<file path="src/rtl/dlw_pkg.sv">
package dlw_pkg;

  typedef enum logic [2:0] {
    S_IDLE  = 3'd0,
    S_READ  = 3'd1,
    S_PRES1 = 3'd2,
    S_PRES2 = 3'd3,
    S_HOLD  = 3'd4,
    S_WBACK = 3'd5,
    S_SUSP  = 3'd6
  } walk_st_t;

  // Word 0 flag positions depend on the direction.
  function automatic int link_pos(bit is_tx);
    return is_tx ? 20 : 14;
  endfunction

  function automatic int ring_pos(bit is_tx);
    return is_tx ? 21 : 15;
  endfunction

  // Bytes between two contiguous descriptors.
  function automatic int desc_step(bit wide, int word_bytes);
    return (wide ? 8 : 4) * word_bytes;
  endfunction

  // Byte offset of word k inside a descriptor.
  function automatic int word_off(logic [1:0] k, int word_bytes);
    return int'(k) * word_bytes;
  endfunction

endpackage

</file>
<file path="src/rtl/dlw_desc_regs.sv">
module dlw_desc_regs #(
  parameter int DATA_W = 32,
  parameter int SIZE_W = 13
) (
  input  logic              clk,
  input  logic              rst_n,
  input  logic              cap_en,
  input  logic [1:0]        cap_idx,
  input  logic [DATA_W-1:0] cap_data,
  output logic [DATA_W-1:0] flags_w,
  output logic [SIZE_W-1:0] size_a,
  output logic [SIZE_W-1:0] size_b,
  output logic [DATA_W-1:0] addr_a_w,
  output logic [DATA_W-1:0] addr_b_w
);
  localparam int SZB_LSB = DATA_W / 2;

  // word 1 keeps only its two size fields
  always_ff @(posedge clk or negedge rst_n) begin
    if (!rst_n) begin
      flags_w  <= '0;
      size_a   <= '0;
      size_b   <= '0;
      addr_a_w <= '0;
      addr_b_w <= '0;
    end else if (cap_en) begin
      case (cap_idx)
        2'd0: flags_w <= cap_data;
        2'd1: begin
          size_a <= cap_data[SIZE_W-1:0];
          size_b <= cap_data[SZB_LSB +: SIZE_W];
        end
        2'd2: addr_a_w <= cap_data;
        default: addr_b_w <= cap_data;
      endcase
    end
  end

  p_cap_only_when_en_r1: assert property (@(posedge clk) disable iff (!rst_n)
    !cap_en |=> $stable(flags_w) && $stable(addr_a_w) && $stable(addr_b_w));

endmodule

</file>
<file path="src/rtl/dlw_next_addr.sv">
module dlw_next_addr import dlw_pkg::*; #(
  parameter int ADDR_W     = 32,
  parameter int WORD_BYTES = 4
) (
  input  logic [ADDR_W-1:0] cur_addr,
  input  logic [ADDR_W-1:0] base_addr,
  input  logic [ADDR_W-1:0] link_addr,
  input  logic              wide,
  input  logic              ring_flag,
  input  logic              link_flag,
  output logic [ADDR_W-1:0] next_addr,
  output logic              took_ring,
  output logic              took_link
);
  logic [ADDR_W-1:0] seq_addr;

  always_comb begin
    seq_addr  = cur_addr + ADDR_W'(desc_step(wide, WORD_BYTES));
    took_ring = ring_flag;
    took_link = link_flag && !ring_flag;
    if (took_ring)      next_addr = base_addr;
    else if (took_link) next_addr = link_addr;
    else                next_addr = seq_addr;
  end

  // ring wins over link
  always_comb begin
    if (ring_flag) p_ring_over_link_r6: assert (!took_link);
  end

endmodule

</file>
<file path="src/rtl/dlw_buf_pick.sv">
module dlw_buf_pick #(
  parameter int SIZE_W = 13
) (
  input  logic              link_flag,
  input  logic [SIZE_W-1:0] size_a,
  input  logic [SIZE_W-1:0] size_b,
  output logic              use_a,
  output logic              use_b
);
  always_comb begin
    use_a = (size_a != '0);
    use_b = (size_b != '0) && !link_flag;
  end
endmodule

</file>
<file path="src/rtl/dlw_walker.sv">
module dlw_walker import dlw_pkg::*; #(
  parameter int ADDR_W = 32,
  parameter int DATA_W = 32,
  parameter int SIZE_W = 13,
  parameter bit IS_TX  = 1'b0
) (
  input  logic              clk,
  input  logic              rst_n,
  input  logic              start_i,
  input  logic [ADDR_W-1:0] list_base_i,
  input  logic              desc_wide_i,
  input  logic              poll_i,
  output logic              rd_req_o,
  output logic [ADDR_W-1:0] rd_addr_o,
  input  logic              rd_valid_i,
  input  logic [DATA_W-1:0] rd_data_i,
  output logic              wr_req_o,
  output logic [ADDR_W-1:0] wr_addr_o,
  output logic [DATA_W-1:0] wr_data_o,
  input  logic              wr_ack_i,
  output logic              buf_valid_o,
  output logic [ADDR_W-1:0] buf_addr_o,
  output logic [SIZE_W-1:0] buf_size_o,
  output logic              buf_second_o,
  input  logic              buf_ready_i,
  output logic              desc_hold_o,
  input  logic              desc_done_i,
  output logic              suspended_o
);
  localparam int WORD_BYTES = DATA_W / 8;
  localparam int OWN_BIT    = DATA_W - 1;
  localparam int LINK_BIT   = link_pos(IS_TX);
  localparam int RING_BIT   = ring_pos(IS_TX);

  walk_st_t          st;
  logic [1:0]        widx;
  logic [ADDR_W-1:0] cur_addr;
  logic [ADDR_W-1:0] base_q;

  logic [DATA_W-1:0] flags_w, addr_a_w, addr_b_w;
  logic [SIZE_W-1:0] size_a, size_b;
  logic              use_a, use_b;
  logic [ADDR_W-1:0] next_addr;
  logic              took_ring, took_link;

  // named events for the assertions
  logic rd_take, own_miss, buf_take, wb_done;
  assign rd_take  = (st == S_READ) && rd_valid_i;
  assign own_miss = rd_take && (widx == 2'd0) && !rd_data_i[OWN_BIT];
  assign buf_take = buf_valid_o && buf_ready_i;
  assign wb_done  = (st == S_WBACK) && wr_ack_i;

  dlw_desc_regs #(.DATA_W(DATA_W), .SIZE_W(SIZE_W)) u_regs (
    .clk(clk), .rst_n(rst_n), .cap_en(rd_take), .cap_idx(widx),
    .cap_data(rd_data_i), .flags_w(flags_w), .size_a(size_a),
    .size_b(size_b), .addr_a_w(addr_a_w), .addr_b_w(addr_b_w)
  );

  dlw_buf_pick #(.SIZE_W(SIZE_W)) u_pick (
    .link_flag(flags_w[LINK_BIT]), .size_a(size_a), .size_b(size_b),
    .use_a(use_a), .use_b(use_b)
  );

  dlw_next_addr #(.ADDR_W(ADDR_W), .WORD_BYTES(WORD_BYTES)) u_next (
    .cur_addr(cur_addr), .base_addr(base_q), .link_addr(ADDR_W'(addr_b_w)),
    .wide(desc_wide_i), .ring_flag(flags_w[RING_BIT]),
    .link_flag(flags_w[LINK_BIT]), .next_addr(next_addr),
    .took_ring(took_ring), .took_link(took_link)
  );

  always_ff @(posedge clk or negedge rst_n) begin
    if (!rst_n) begin
      st       <= S_IDLE;
      widx     <= 2'd0;
      cur_addr <= '0;
      base_q   <= '0;
    end else begin
      case (st)
        S_IDLE: if (start_i) begin
          base_q   <= list_base_i;
          cur_addr <= list_base_i;
          widx     <= 2'd0;
          st       <= S_READ;
        end
        S_READ: if (rd_take) begin
          if (own_miss) begin
            widx <= 2'd0;
            st   <= S_SUSP;
          end else if (widx == 2'd3) begin
            widx <= 2'd0;
            st   <= S_PRES1;
          end else begin
            widx <= widx + 2'd1;
          end
        end
        S_SUSP:  if (poll_i) st <= S_READ;
        S_PRES1: if (!use_a || buf_take) st <= S_PRES2;
        S_PRES2: if (!use_b || buf_take) st <= S_HOLD;
        S_HOLD:  if (desc_done_i) st <= S_WBACK;
        S_WBACK: if (wr_ack_i) begin
          cur_addr <= next_addr;
          st       <= S_READ;
        end
        default: st <= S_IDLE;
      endcase
    end
  end

  always_comb begin
    rd_req_o     = (st == S_READ);
    rd_addr_o    = cur_addr + ADDR_W'(word_off(widx, WORD_BYTES));
    wr_req_o     = (st == S_WBACK);
    wr_addr_o    = cur_addr;
    wr_data_o    = flags_w & ~(DATA_W'(1) << OWN_BIT);
    buf_valid_o  = ((st == S_PRES1) && use_a) || ((st == S_PRES2) && use_b);
    buf_second_o = (st == S_PRES2);
    buf_addr_o   = (st == S_PRES2) ? ADDR_W'(addr_b_w) : ADDR_W'(addr_a_w);
    buf_size_o   = (st == S_PRES2) ? size_b : size_a;
    desc_hold_o  = (st == S_HOLD);
    suspended_o  = (st == S_SUSP);
  end

  p_start_at_base_r1: assert property (@(posedge clk) disable iff (!rst_n)
    (st == S_IDLE && start_i) |=> rd_req_o && rd_addr_o == $past(list_base_i));

  p_own_suspend_r2: assert property (@(posedge clk) disable iff (!rst_n)
    own_miss |=> suspended_o && !rd_req_o && !buf_valid_o);

  p_suspend_hold_r2: assert property (@(posedge clk) disable iff (!rst_n)
    (suspended_o && !poll_i) |=> suspended_o);

  p_poll_reread_r2: assert property (@(posedge clk) disable iff (!rst_n)
    (suspended_o && poll_i) |=> rd_req_o && rd_addr_o == $past(cur_addr));

  p_link_one_buf_r4: assert property (@(posedge clk) disable iff (!rst_n)
    (buf_valid_o && buf_second_o) |-> !flags_w[LINK_BIT]);

  p_link_target_r4: assert property (@(posedge clk) disable iff (!rst_n)
    (wb_done && took_link) |=> rd_addr_o == $past(ADDR_W'(addr_b_w)));

  p_advance_r5: assert property (@(posedge clk) disable iff (!rst_n)
    wb_done |=> rd_req_o && rd_addr_o == $past(next_addr));

  p_ring_base_r6: assert property (@(posedge clk) disable iff (!rst_n)
    (wb_done && took_ring) |=> rd_addr_o == base_q);

  p_no_empty_buf_r7: assert property (@(posedge clk) disable iff (!rst_n)
    buf_valid_o |-> buf_size_o != '0);

  p_no_overlap_r8: assert property (@(posedge clk) disable iff (!rst_n)
    !(rd_req_o && wr_req_o));

  p_hold_until_done_r8: assert property (@(posedge clk) disable iff (!rst_n)
    (desc_hold_o && !desc_done_i) |=> desc_hold_o);

  p_buf_stable_r9: assert property (@(posedge clk) disable iff (!rst_n)
    (buf_valid_o && !buf_ready_i) |=> buf_valid_o && $stable(buf_addr_o)
      && $stable(buf_size_o) && $stable(buf_second_o));

  p_idle_quiet_r10: assert property (@(posedge clk) disable iff (!rst_n)
    (st == S_IDLE) |-> !rd_req_o && !wr_req_o && !buf_valid_o && !suspended_o);

endmodule

</file>
<file path="config.mk">
export PLATFORM = sky130hd
export DESIGN_NAME = dlw_walker
export DESIGN_NICKNAME = d
export VERILOG_FILES = /design/src/rtl/dlw_pkg.sv /design/src/rtl/dlw_desc_regs.sv /design/src/rtl/dlw_next_addr.sv /design/src/rtl/dlw_buf_pick.sv /design/src/rtl/dlw_walker.sv
export SDC_FILE = /design/constraint.sdc
export NUM_CORES = 1
export LEC_CHECK = 0
export ABC_CLOCK_PERIOD_IN_PS = 3400
export BUFFER_PORTS_ARGS = -buffer_cell sky130_fd_sc_hd__buf_4
export CORE_MARGIN = 5
export CORE_UTILIZATION = 55
export DETAILED_ROUTE_END_ITERATION = 10
export PLACE_DENSITY = 0.84
export SLEW_MARGIN = 5
export SYNTH_ARGS = -nofsm -noshare
export SYNTH_HDL_FRONTEND = slang
export SYNTH_HIERARCHICAL = 1
export SYNTH_SLANG_ARGS = --single-unit
</file>
<file path="constraint.sdc">
create_clock -name clk -period 3.4 [get_ports clk]
set_input_delay 0.68 -clock clk [delete_from_list [all_inputs] [get_ports clk]]
set_output_delay 0.68 -clock clk [all_outputs]
set_load 0.01 [all_outputs]
</file>
=== Yosys cells after proc, flatten, opt, wreduce, memory -nomap -nowiden ===
Cells that the tools add are included.

* Muxes and demuxes: 23
* Reductions and logical operators: 31
* Bitwise operators: 1
* Eq/ne operators: 17
* $add $sub $neg: 3

{| class="wikitable"
|+ Operators by type and width
! kind !! count
|-
| $mux W32 || 5
|-
| $pmux W32 S2 || 1
|-
| $add A32 B32 Y32 || 1
|-
| $add A32 B4 Y32 || 1
|-
| $mux W3 || 9
|-
| $reduce_bool A13 Y1 || 2
|-
| $pmux W3 S7 || 1
|-
| $mux W13 || 1
|-
| $reduce_and A2 Y1 || 5
|-
| $eq A3 B3 Y1 const B || 3
|-
| $logic_and A1 B1 Y1 || 8
|-
| $mux W2 || 4
|-
| $ne A2 B1 Y1 const B || 4
|-
| $reduce_and A8 Y1 || 1
|-
| $eq A3 B2 Y1 const B || 2
|-
| $ne A2 B2 Y1 const B || 3
|-
| $reduce_and A3 Y1 || 2
|-
| $logic_not A1 Y1 || 5
|-
| $eq A2 B2 Y1 const B || 2
|-
| $mux W4 || 1
|-
| $pmux W2 S2 || 1
|-
| $reduce_bool A2 Y1 || 2
|-
| $eq A3 B1 Y1 const B || 1
|-
| $logic_not A3 Y1 || 1
|-
| other kinds (7) || 9
|}

* Register bits after elaboration: 190
* Input port bits: 73
* Logic and storage cells: 84
* Output and inout port bits: 147

=== Depth between registers and ports, before layout ===
Gate-level depths: netlist of the first run.

* Depth in word-level cells: 8
* Depth in mapped cells: 11
* Depth with buffers taken out: 11

=== Modules after synthesis ===
The synthesis of the first run kept the hierarchy.

{| class="wikitable"
|+ By module, submodules not included
! module !! instances !! sequential area each (um^2) !! area each (um^2) !! cells each
|-
| dlw_desc_regs || 1 || 3052.9 || 4525.6 || 259
|-
| dlw_walker || 1 || 1726.7 || 4324.1 || 491
|-
| dlw_next_addr || 1 || 0.0 || 1261.2 || 188
|-
| dlw_buf_pick || 1 || 0.0 || 57.6 || 10
|}

=== Least setup slack after synthesis of the first run ===
No wires, ideal clock.

* Path kind: in2reg
* Start point: input port desc_wide_i
* End point: register cur_addr[24] (netlist: wr_addr_o[24])
* Path slack: 560 ps
* Setup time: 124 ps
* Arrival: 2717 ps
* Data required time: 3276 ps
* Path buffers: 0
* Stages: 11
* Cell sequence: inv_1 ha_1 inv_1 fa_1 nand4b_1 or3_1 o31a_1 o31ai_1 o21ai_1 mux2i_1 o21ai_1

* Cells in the longest elaborated chain, start to end: 6

{| class="wikitable"
|+ RTL lines
! item !! line !! source
|-
| start: declaration || dlw_walker.sv:11 || <nowiki>input logic desc_wide_i,</nowiki>
|-
| $mux W4 || dlw_pkg.sv:24 || <nowiki>return (wide ? 8 : 4) * word_bytes;</nowiki>
|-
| $add A32 B32 Y32 || dlw_next_addr.sv:18 || <nowiki>seq_addr = cur_addr + ADDR_W'(desc_step(wide, WORD_BYTES));</nowiki>
|-
| $mux W32 || dlw_next_addr.sv:22 || <nowiki>else if (took_link) next_addr = link_addr;</nowiki>
|-
| $mux W32 || dlw_next_addr.sv:21 || <nowiki>if (took_ring) next_addr = base_addr;</nowiki>
|-
| net next_addr[24] || dlw_walker.sv:43 || <nowiki>logic [ADDR_W-1:0] next_addr;</nowiki>
|-
| $mux W32 || dlw_walker.sv:100 || <nowiki>S_WBACK: if (wr_ack_i) begin</nowiki>
|-
| $pmux W32 S2 || dlw_walker.sv:78 || <nowiki>case (st)</nowiki>
|-
| end signal: assignment || dlw_walker.sv:81 || <nowiki>cur_addr <= list_base_i;</nowiki>
|-
| end signal: assignment || dlw_walker.sv:101 || <nowiki>cur_addr <= next_addr;</nowiki>
|-
| end: declaration || dlw_walker.sv:37 || <nowiki>logic [ADDR_W-1:0] cur_addr;</nowiki>
|}

The timed path passes the listed nets, and every way through them passes these cells. The select of a mux whose other input is x is not followed.
A chain may end at the register's enable or synchronous reset.

=== Worst setup path in the final report of the first run ===
* Start point: register widx[0]
* End point: output port rd_addr_o[12]

* Cells in the longest elaborated chain, start to end: 1

{| class="wikitable"
|+ RTL lines
! item !! line !! source
|-
| start: declaration || dlw_walker.sv:36 || <nowiki>logic [1:0] widx;</nowiki>
|-
| start signal: assignment || dlw_walker.sv:93 || <nowiki>widx <= widx + 2'd1;</nowiki>
|-
| $add A32 B4 Y32 || dlw_walker.sv:111 || <nowiki>rd_addr_o = cur_addr + ADDR_W'(word_off(widx, WORD_BYTES));</nowiki>
|-
| end: declaration || dlw_walker.sv:14 || <nowiki>output logic [ADDR_W-1:0] rd_addr_o,</nowiki>
|}

No other way between the ends.

==> flow_summary.toml, run 1 <==
[setup_path]
critPathMaxFanout = 7
critPathKind = "reg2out"
rr_worst_depth = 10
crit_family = "adder cells"
path_cells = "ha_1, fa_1, and4_1, nand3_1, nor2_1, xor2_1, buf_4"
path_depth = 7
end_kind = "output pin"
critPathArrivalTime_ps = 2570
critPathSlowestCell = "dfrtp_2"
critPathLaunchType = "register"
worstPathRequired_ps = 2720
slowest_delay_ps = 490
critPathBufInv = 1

[place]
numPortBuffers = 218
routabilityCongestion = 0.857
dp.cells = 1358
dpl.hpwl_um = 20200
dp_slack_ps = 114
dpl_cell_area_um2 = 11900

[floorplan]
io_pins = 220
dieWidth_um = 146
die_area_um2 = 21200
initial_core_util_pct = 56.2
coreArea_um2 = 18000
die_y_um = 146
std_cell_rows = 49

[sta]
setup_slack_ps = 146
setup_tns_ps = 0
max_freq_ghz = 0.307
relSlewSlack_pct = 51.2
setup_viol = 0
final_hold_viol_count = 0
min_period_ps = 3250
skew_ps = 10.7
grt_setup_unrepaired = "no"
slew_violations = 0
holdWs_ps = 236
tightest_slew_ps = 729
finalCritPeriodShare_pct = 95.7

[global_route]
grt_max_degree = 70
antenna_found_initial = 0
grt_pass1_wl_um = 44800
track_usage_pct = 26.1
grt_pass1_vias = 8098
grt-ovfl-total = 0

[power]
combPwrFrac_pct = 46.5
power.sequential.fraction_pct = 37.9
p_sw_share_pct = 39.9
total_power_mw = 12.2
power.density_nw_per_um2 = 979
p_sw_mw = 4.87
irDropWorstVdd_mv = 0.550
p_leak_nw = 5.79
internal_power_mw = 7.35
p_clk_share_pct = 15.6

[clocking]
path_clk_slew_ps = 70
cts_tree = "yes"
htree_levels = 4
clk_latency_ps = 440
clockBufferDepth = 2
clockRootBuffer = "clkbuf_16"
cts_hold_buf = 0
cts_made_buffers = 17
post_cts_buffers = 0
cts_sinks = 190

[synth]
syn_inst = 945
ys_warn_count = 6
synth_area_per_cell_um2 = 10.7
synth_area_um2 = 10100
syn_nets = 1026

[final_layout]
n_fill_cell = 1395
antenna_cells = 0
fin_nets = 1229
area_growth_pct = 23.4
drive_above_1_share_pct = 38.8
final_cells = 1390
utilization_pct = 69.3
fin_area_um2 = 12500

[drt]
ant_nets = 0
wl_um = 28200
drc_errors = 0
drtIter0Drc = 709
vias = 8155
dr.pass1.iters = 5
wl_per_cell_um = 20.3
viasPerCell = 5.87

[flow_run]
drv_cap = 0

[min_path]
hold_path_class = "in2async"

[run_status]
outcome = "completed"
-- sequential cells by signal (all words and copies together) (netlist names) --
| signal | cells |
|---|---|
| u_regs/size_a | 13 |
| st | 3 |
| u_regs/addr_a_w | 32 |
| base_q | 32 |
| u_regs/addr_b_w | 32 |
| u_regs/size_b | 13 |
| wr_addr_o | 32 |
| u_regs/flags_w | 31 |
| widx | 2 |
-- placed cells by master, fill, tap and decap left out, types with 4 or more instances in the layout --
| master | instances |
|---|---|
| and4_1 | 8 |
| nand2_1 | 205 |
| a21oi_1 | 9 |
| nand4_1 | 12 |
| o21ai_0 | 31 |
| mux2_2 | 152 |
| o21ai_1 | 30 |
| ha_1 | 6 |
| clkbuf_16 | 17 |
| nor3_2 | 7 |
| mux2i_1 | 45 |
| nor2_1 | 15 |
| nand3_1 | 22 |
| xor2_1 | 24 |
| nand3b_1 | 4 |
| nor4_1 | 9 |
| xnor2_1 | 28 |
| nor4_2 | 6 |
| dfrtp_1 | 189 |
| clkinvlp_4 | 6 |
| inv_1 | 15 |
| o31ai_1 | 4 |
| o22ai_1 | 5 |
| buf_4 | 233 |
| a22oi_1 | 12 |
| nor3_1 | 7 |
-- area by class of cell --
| type | instances | area (um^2) | share of cell area [%] |
|---|---|---|---|
| repair buffers | 236 | 1800 | 14.4 |
| well taps | 229 | 287 | 2.29 |
| inverters | 17 | 63.8 | 0.511 |
| flip-flops and latches | 190 | 4760 | 38.1 |
| clock inverters | 10 | 90.1 | 0.721 |
| multi-input cells | 686 | 5030 | 40.2 |
| clock buffers | 22 | 464 | 3.72 |
-- what timing repair did --
item / 4_1_cts / 5_1_grt
endpoints found under the setup margin: 1 / 6
endpoints found under the hold margin: 0 / 0
resized for setup: 1 / 2
-- power groups by stage --
stage               registers, mW  logic [mW]  clock network [mW]
finish                       4.63        5.69                1.91
floorplan                    4.38        3.36                   0
CTS                          4.60        5.71                1.92
global route                 4.79        6.19                2.01
global placement             4.55        5.51                   0
detailed placement           4.63        5.66                   0
-- worst reg2reg max path, delay by kind of cell, from the launching register on --
family                     cells  cell delay, ps
buffers and inverters          1              70
DFF                            1             510
xor gates and xnor gates       1             170
muxes                          1             150
and+or+nand+nor                3            1070
adders and majority gates      2             690
AOI/OAI and AO/OA              2             180
-- worst paths after layout --
kind                                    start                  end  slack (ps)
max                                   widx[0]        rd_addr_o[12]         150
min                                     rst_n   u_regs/flags_w[25]         240
max reg2reg                      wr_addr_o[4]        wr_addr_o[30]         410
min reg2reg                u_regs/flags_w[28]   u_regs/flags_w[28]         490
max in group asynchronous               rst_n  u_regs/addr_b_w[19]        2270
min in group clk           u_regs/flags_w[28]   u_regs/flags_w[28]         490
-- metal layers --
layer / part of all wire, % / track usage (%)
met1: 42 / 35.7
met2: 48 / 40.8
met3: 8.3 / 6.38
met4: 2.4 / 9.05
met5: 0 / 0
No activity file was read; power rests on OpenSTA's default activity.
==> run 2: changes to the inputs <==
--- a/config.mk
+++ b/config.mk
@@ -12,4 +12,5 @@
 export DETAILED_ROUTE_END_ITERATION = 10
 export PLACE_DENSITY = 0.84
+export RECOVER_POWER = 25
 export SLEW_MARGIN = 5
 export SYNTH_ARGS = -nofsm -noshare
==> constraint.sdc (replaced) <==
create_clock -name clk -period 3.4 [get_ports clk]
set_input_delay 0.17 -clock clk [delete_from_list [all_inputs] [get_ports clk]]
set_output_delay 0.17 -clock clk [all_outputs]
set_load 0.01 [all_outputs]
==> run 2 against run 1 <==
Effect of this change:
- the flow now finishes with violations (max-capacitance violations, max-slew violations)
- design area is 1.8% higher
- critical path depth is 3 higher
- highest routed layer unchanged
- critical endpoint is now wr_addr_o[22]
- via count is 1.9% higher
- non-clock buffer count is 32 higher
- die area stayed put
==> flow_summary.toml, run 2 (synthesis gave the netlist of run 1 again) <==
[run_status]
outcome = "finished, violations left"
violations = "max-capacitance violations, max-slew violations"

[clocking]
cts_tree = "yes"
clk_latency_ps = 420
post_cts_buffers = 0
clockBufferDepth = 2
path_clk_slew_ps = 70
htree_levels = 4
cts_made_buffers = 17
cts_hold_buf = 37
ctsResizeCount = 0
cts_sinks = 190
clockRootBuffer = "clkbuf_16"

[drt]
ant_nets = 0
dr.pass1.iters = 5
viasPerCell = 5.84
drtIter0Drc = 538
wl_um = 28800
drc_errors = 0
wl_per_cell_um = 20.2
vias = 8309

[min_path]
hp-start = "list_base_i[24]"
hold_path_class = "in2reg"

[setup_path]
critPathLaunchType = "register"
critPathKind = "reg2reg"
critPathArrivalTime_ps = 3430
critPathMaxFanout = 9
crit_path_start = "wr_addr_o[4]"
worstPathRequired_ps = 3740
reg2reg_from = "wr_addr_o[4]"
r2r_slack_ps = 310
end_kind = "register"

[final_layout]
area_growth_pct = 25.6
antenna_cells = 0
final_cell_mix = "205 x nand2_1, 199 x buf_4, 190 x dfrtp_1"
drive_above_1_share_pct = 34.7
fin_nets = 1261
layout_commonest_cell = "nand2_1"

[sta]
max_freq_ghz = 0.323
tightest_slew_ps = 2560
setup_slack_ps = 305
final_hold_viol_count = 0
skew_ps = 10.1
setup_tns_ps = 0
relSlewSlack_pct = -70.6
min_period_ps = 3090
setup_viol = 0
holdWs_ps = 9.84
grt_setup_unrepaired = "no"
slew_violations = 103
finalCritPeriodShare_pct = 91.0

[global_route]
antenna_found_initial = 0
grt_max_degree = 104
grt-ovfl-total = 0
grt_pass1_wl_um = 46500
grt_pass1_vias = 8508
track_usage_pct = 26.9

[place]
routabilityCongestion = 0.870
dpl.hpwl_um = 20200
dp_slack_ps = 472
numPortBuffers = 218

[floorplan]
initial_core_util_pct = 56.2
die_area_um2 = 21200
dieWidth_um = 146
std_cell_rows = 49
coreArea_um2 = 18000
io_pins = 220
die_y_um = 146

[power]
irDropWorstVdd_mv = 0.536
p_leak_nw = 5.82
power.density_nw_per_um2 = 960
total_power_mw = 12.2

[flow_run]
drv_cap = 1
[run 2: cell count changes in the layout (fill, tap and decap cells not counted), sizes merged]
cell,before,now
bufinv,1,2
clkbuf,23,54
buf,235,200
clkinvlp,6,4
dlygate4sd3,0,37
[run 2: path summary, 6_finish.rpt]
check                           cells past startpoint            endpoint
worst max-delay path                               10       wr_addr_o[22]
worst min-delay path                                2          base_q[24]
worst max register to register                     10       wr_addr_o[22]
worst min register to register                      1  u_regs/flags_w[27]
max in group asynchronous                           3       wr_addr_o[12]
min in group asynchronous                           2  u_regs/flags_w[25]
[run 2: per-layer routing]
metal	wire length [um]	GRT usage (%)
met5	0	0
met4	663	8.07
met3	2450	7.38
met2	13800	43.4
met1	11800	35.8
[run 2: through the flow]
stage / utilization (%) / cell area, um^2 / cells
6_report: 70.5 / 12700 / 1422
5_1_grt: 70.5 / 12700 / 1422
4_1_cts: 71.2 / 12800 / 1422
3_5_place_dp: 65.8 / 11900 / 1353
3_3_place_gp: 65.8 / 11900 / 1353
2_1_floorplan: - / 10100 / 945
[run 2: report_power, final]
part	switching [mW]	total [mW]	internal, mW	leakage [nW]
logic	2.75	5.53	2.78	3.21
clock network	0.849	2.01	1.16	0.281
registers	1.29	4.67	3.38	2.33
total	4.88	12.2	7.32	5.82
[run 2: cell type report]
cell class | instances | area [um^2]
fillers | 1361 | 5310
multi-input cells | 686 | 5010
flip-flops and latches | 190 | 4750
repair buffers | 268 | 2000
clock buffers | 23 | 488
well taps | 229 | 287
clock inverters | 9 | 109
inverters | 17 | 63.8
[run 2: worst max-delay path, stage by stage, from the launching register on]
cell and delay [ps]:
dfrtp_1 500, ha_1 280, inv_1 70, fa_1 420
nand4b_1 310, nor4_1 650, nand4_1 190, xor2_1 170
o21ai_0 160, mux2i_1 100, o21ai_1 170
==> run 3: changes to the inputs <==
Settings changed: ABC_AREA set to 1, CORE_UTILIZATION 55 to 56.
==> run 3 against run 2 <==
Effect of this change:
- sequential share of layout area decreased by 1.9 points
- critical path type is now reg2out
- critical path depth fell by 1
- die area rose by 7.2%
- core utilization is 1.9 points lower
- register-to-register slack better by 180 ps
- sequential power down 4%
- the flow still finishes with violations (max-capacitance violations, max-slew violations)
- largest power group unchanged
==> flow_summary.toml, run 3 <==
[setup_path]
critPathLaunchType = "register"
worstPathRequired_ps = 3230
critPathArrivalTime_ps = 2920
slowest_delay_ps = 470
r2r_slack_ps = 490
reg2reg_from = "widx[0]"
critPathKind = "reg2out"
r2r-end = "u_regs/flags_w[18]"
critPathSlowestCell = "dfrtp_1"
path_cells = "ha_1, fa_1, nand3_1, nor2_2, nand2_1, nor2_1, nand2_1, xor2_1, buf_4"
rr_worst_depth = 4
critPathMaxFanout = 5
cpMostUsedCell = "nand2_1"
end_kind = "output pin"

[sta]
setup_tns_ps = 0
min_period_ps = 3090
max_freq_ghz = 0.324
setup_slack_ps = 315
final_hold_viol_count = 0
grt_setup_unrepaired = "no"
relSlewSlack_pct = -34.1
setup_viol = 0
tightest_slew_ps = 2010
holdWs_ps = 14.4
finalCritPeriodShare_pct = 90.7
slew_violations = 79
skew_ps = 9.81

[final_layout]
drive_above_1_share_pct = 15.9
final_cells = 2029
fin_nets = 1832
final_cell_mix = "676 x nand2_1, 203 x buf_4, 188 x dfrtp_1"
antenna_cells = 0
area_growth_pct = 20.7
n_fill_cell = 1740
layout_commonest_cell = "nand2_1"

[min_path]
hold_depth = 3
hp-start = "rd_data_i[23]"
hold_path_class = "in2reg"
hold_end = "u_regs/flags_w[23]"

[run_status]
outcome = "finished, violations left"
violations = "max-capacitance violations, max-slew violations"

[clocking]
clk_latency_ps = 430
cts_made_buffers = 17
ctsResizeCount = 0
cts_sinks = 190
post_cts_buffers = 0
path_clk_slew_ps = 80
cts_tree = "yes"
clockBufferDepth = 2
clockRootBuffer = "clkbuf_16"
htree_levels = 4

[global_route]
use_met1_pct = 43.7
top_usage_layer = "met2"
grt-ovfl-total = 0
met3_usage_pct = 6.28
grt_pass1_wl_um = 57000
grt_pass1_vias = 10857
grt_max_degree = 80
met2_usage_pct = 50.1
antenna_found_initial = 0
track_usage_pct = 31.8

[drt]
drtIter0Drc = 1057
vias = 11626
ant_nets = 0
wl_um = 36300
dr.pass1.iters = 5
drc_errors = 0
viasPerCell = 5.73
wl_per_cell_um = 17.9

[floorplan]
std_cell_rows = 51
initial_core_util_pct = 56.9
die_area_um2 = 22800
coreArea_um2 = 19500
io_pins = 220
die_y_um = 151
dieWidth_um = 151

[synth]
syn_inst = 1571
syn_nets = 1652
synth_area_per_cell_um2 = 7.07
synth_area_um2 = 11100
ys_warn_count = 6

[flow_run]
drv_cap = 1

[place]
dp.cells = 1985
numPortBuffers = 218
routabilityCongestion = 0.956
dp_slack_ps = 563
dpl.hpwl_um = 26200

[power]
power.density_nw_per_um2 = 960
p_leak_nw = 7.10
irDropWorstVdd_mv = 0.541
[run 3: changes by cell type in the layout (fill, tap and decap cells not counted), sizes merged, moves of 24 or more]
cell / change
inv: +113
dlygate4sd3: -25
mux2i: -45
mux2: -154
nand2: +476
xnor2: -24
o211ai: +24
nor2: +95
nand4: +92
nand3: +64
[run 3: worst max-delay path, delay by kind of cell (launching register included)]
| family | cells | cell delay (ps) |
|---|---|---|
| and+or+nand+nor | 5 | 1030 |
| buffers and inverters | 1 | 140 |
| DFF | 1 | 470 |
| adders and majority gates | 2 | 690 |
| xor gates and xnor gates | 1 | 150 |
[run 3: stage by stage]
step	cell area, um^2	utilization, %	power (mW)
after floorplan	11100	-	8.07
after global placement	12800	65.5	10.6
final	13400	68.7	12.9
after global routing	13400	68.7	13.8
after detailed placement	12800	65.5	10.8
after CTS	13500	69.3	13.0
[run 3: report_power, final]
| group | switching (mW) | internal, mW |
|---|---|---|
| sequential | 1.20 | 3.29 |
| combinational | 3.93 | 2.35 |
| clock | 0.974 | 1.13 |
| total | 6.10 | 6.77 |
[run 3: repair_timing]
item,4_1_cts,5_1_grt
endpoints found under the hold margin,88,0
hold buffers,12,0
endpoints found under the setup margin,0,0
[run 3: layout make-up]
| type | instances | area (um^2) | share of cell area (%) |
|---|---|---|---|
| multi-input cells | 1170 | 5450 | 40.6 |
| well taps | 265 | 332 | 2.47 |
| clock inverters | 15 | 196 | 1.46 |
| flip-flops and latches | 190 | 4760 | 35.5 |
| clock buffers | 17 | 425 | 3.17 |
| repair buffers | 249 | 1790 | 13.3 |
| inverters | 123 | 462 | 3.44 |
[run 3: worst max-delay path by stage]
stage	start	endpoint	slack (ps)	cells after the start
global placement	widx[0]	u_regs/flags_w[24]	620	4
CTS	wr_addr_o[2]	rd_addr_o[22]	340	9
floorplan	wr_addr_o[5]	wr_addr_o[26]	1350	12
finish	wr_addr_o[2]	rd_addr_o[22]	310	9
global route	wr_addr_o[2]	rd_addr_o[22]	170	9
detailed placement	widx[0]	u_regs/flags_w[7]	560	4
[run 3: layer usage]
metal	wire, um	part of all wire [%]
met1	14300	39
met2	16800	46
met3	3880	11
met4	1300	3.6
met5	0	0
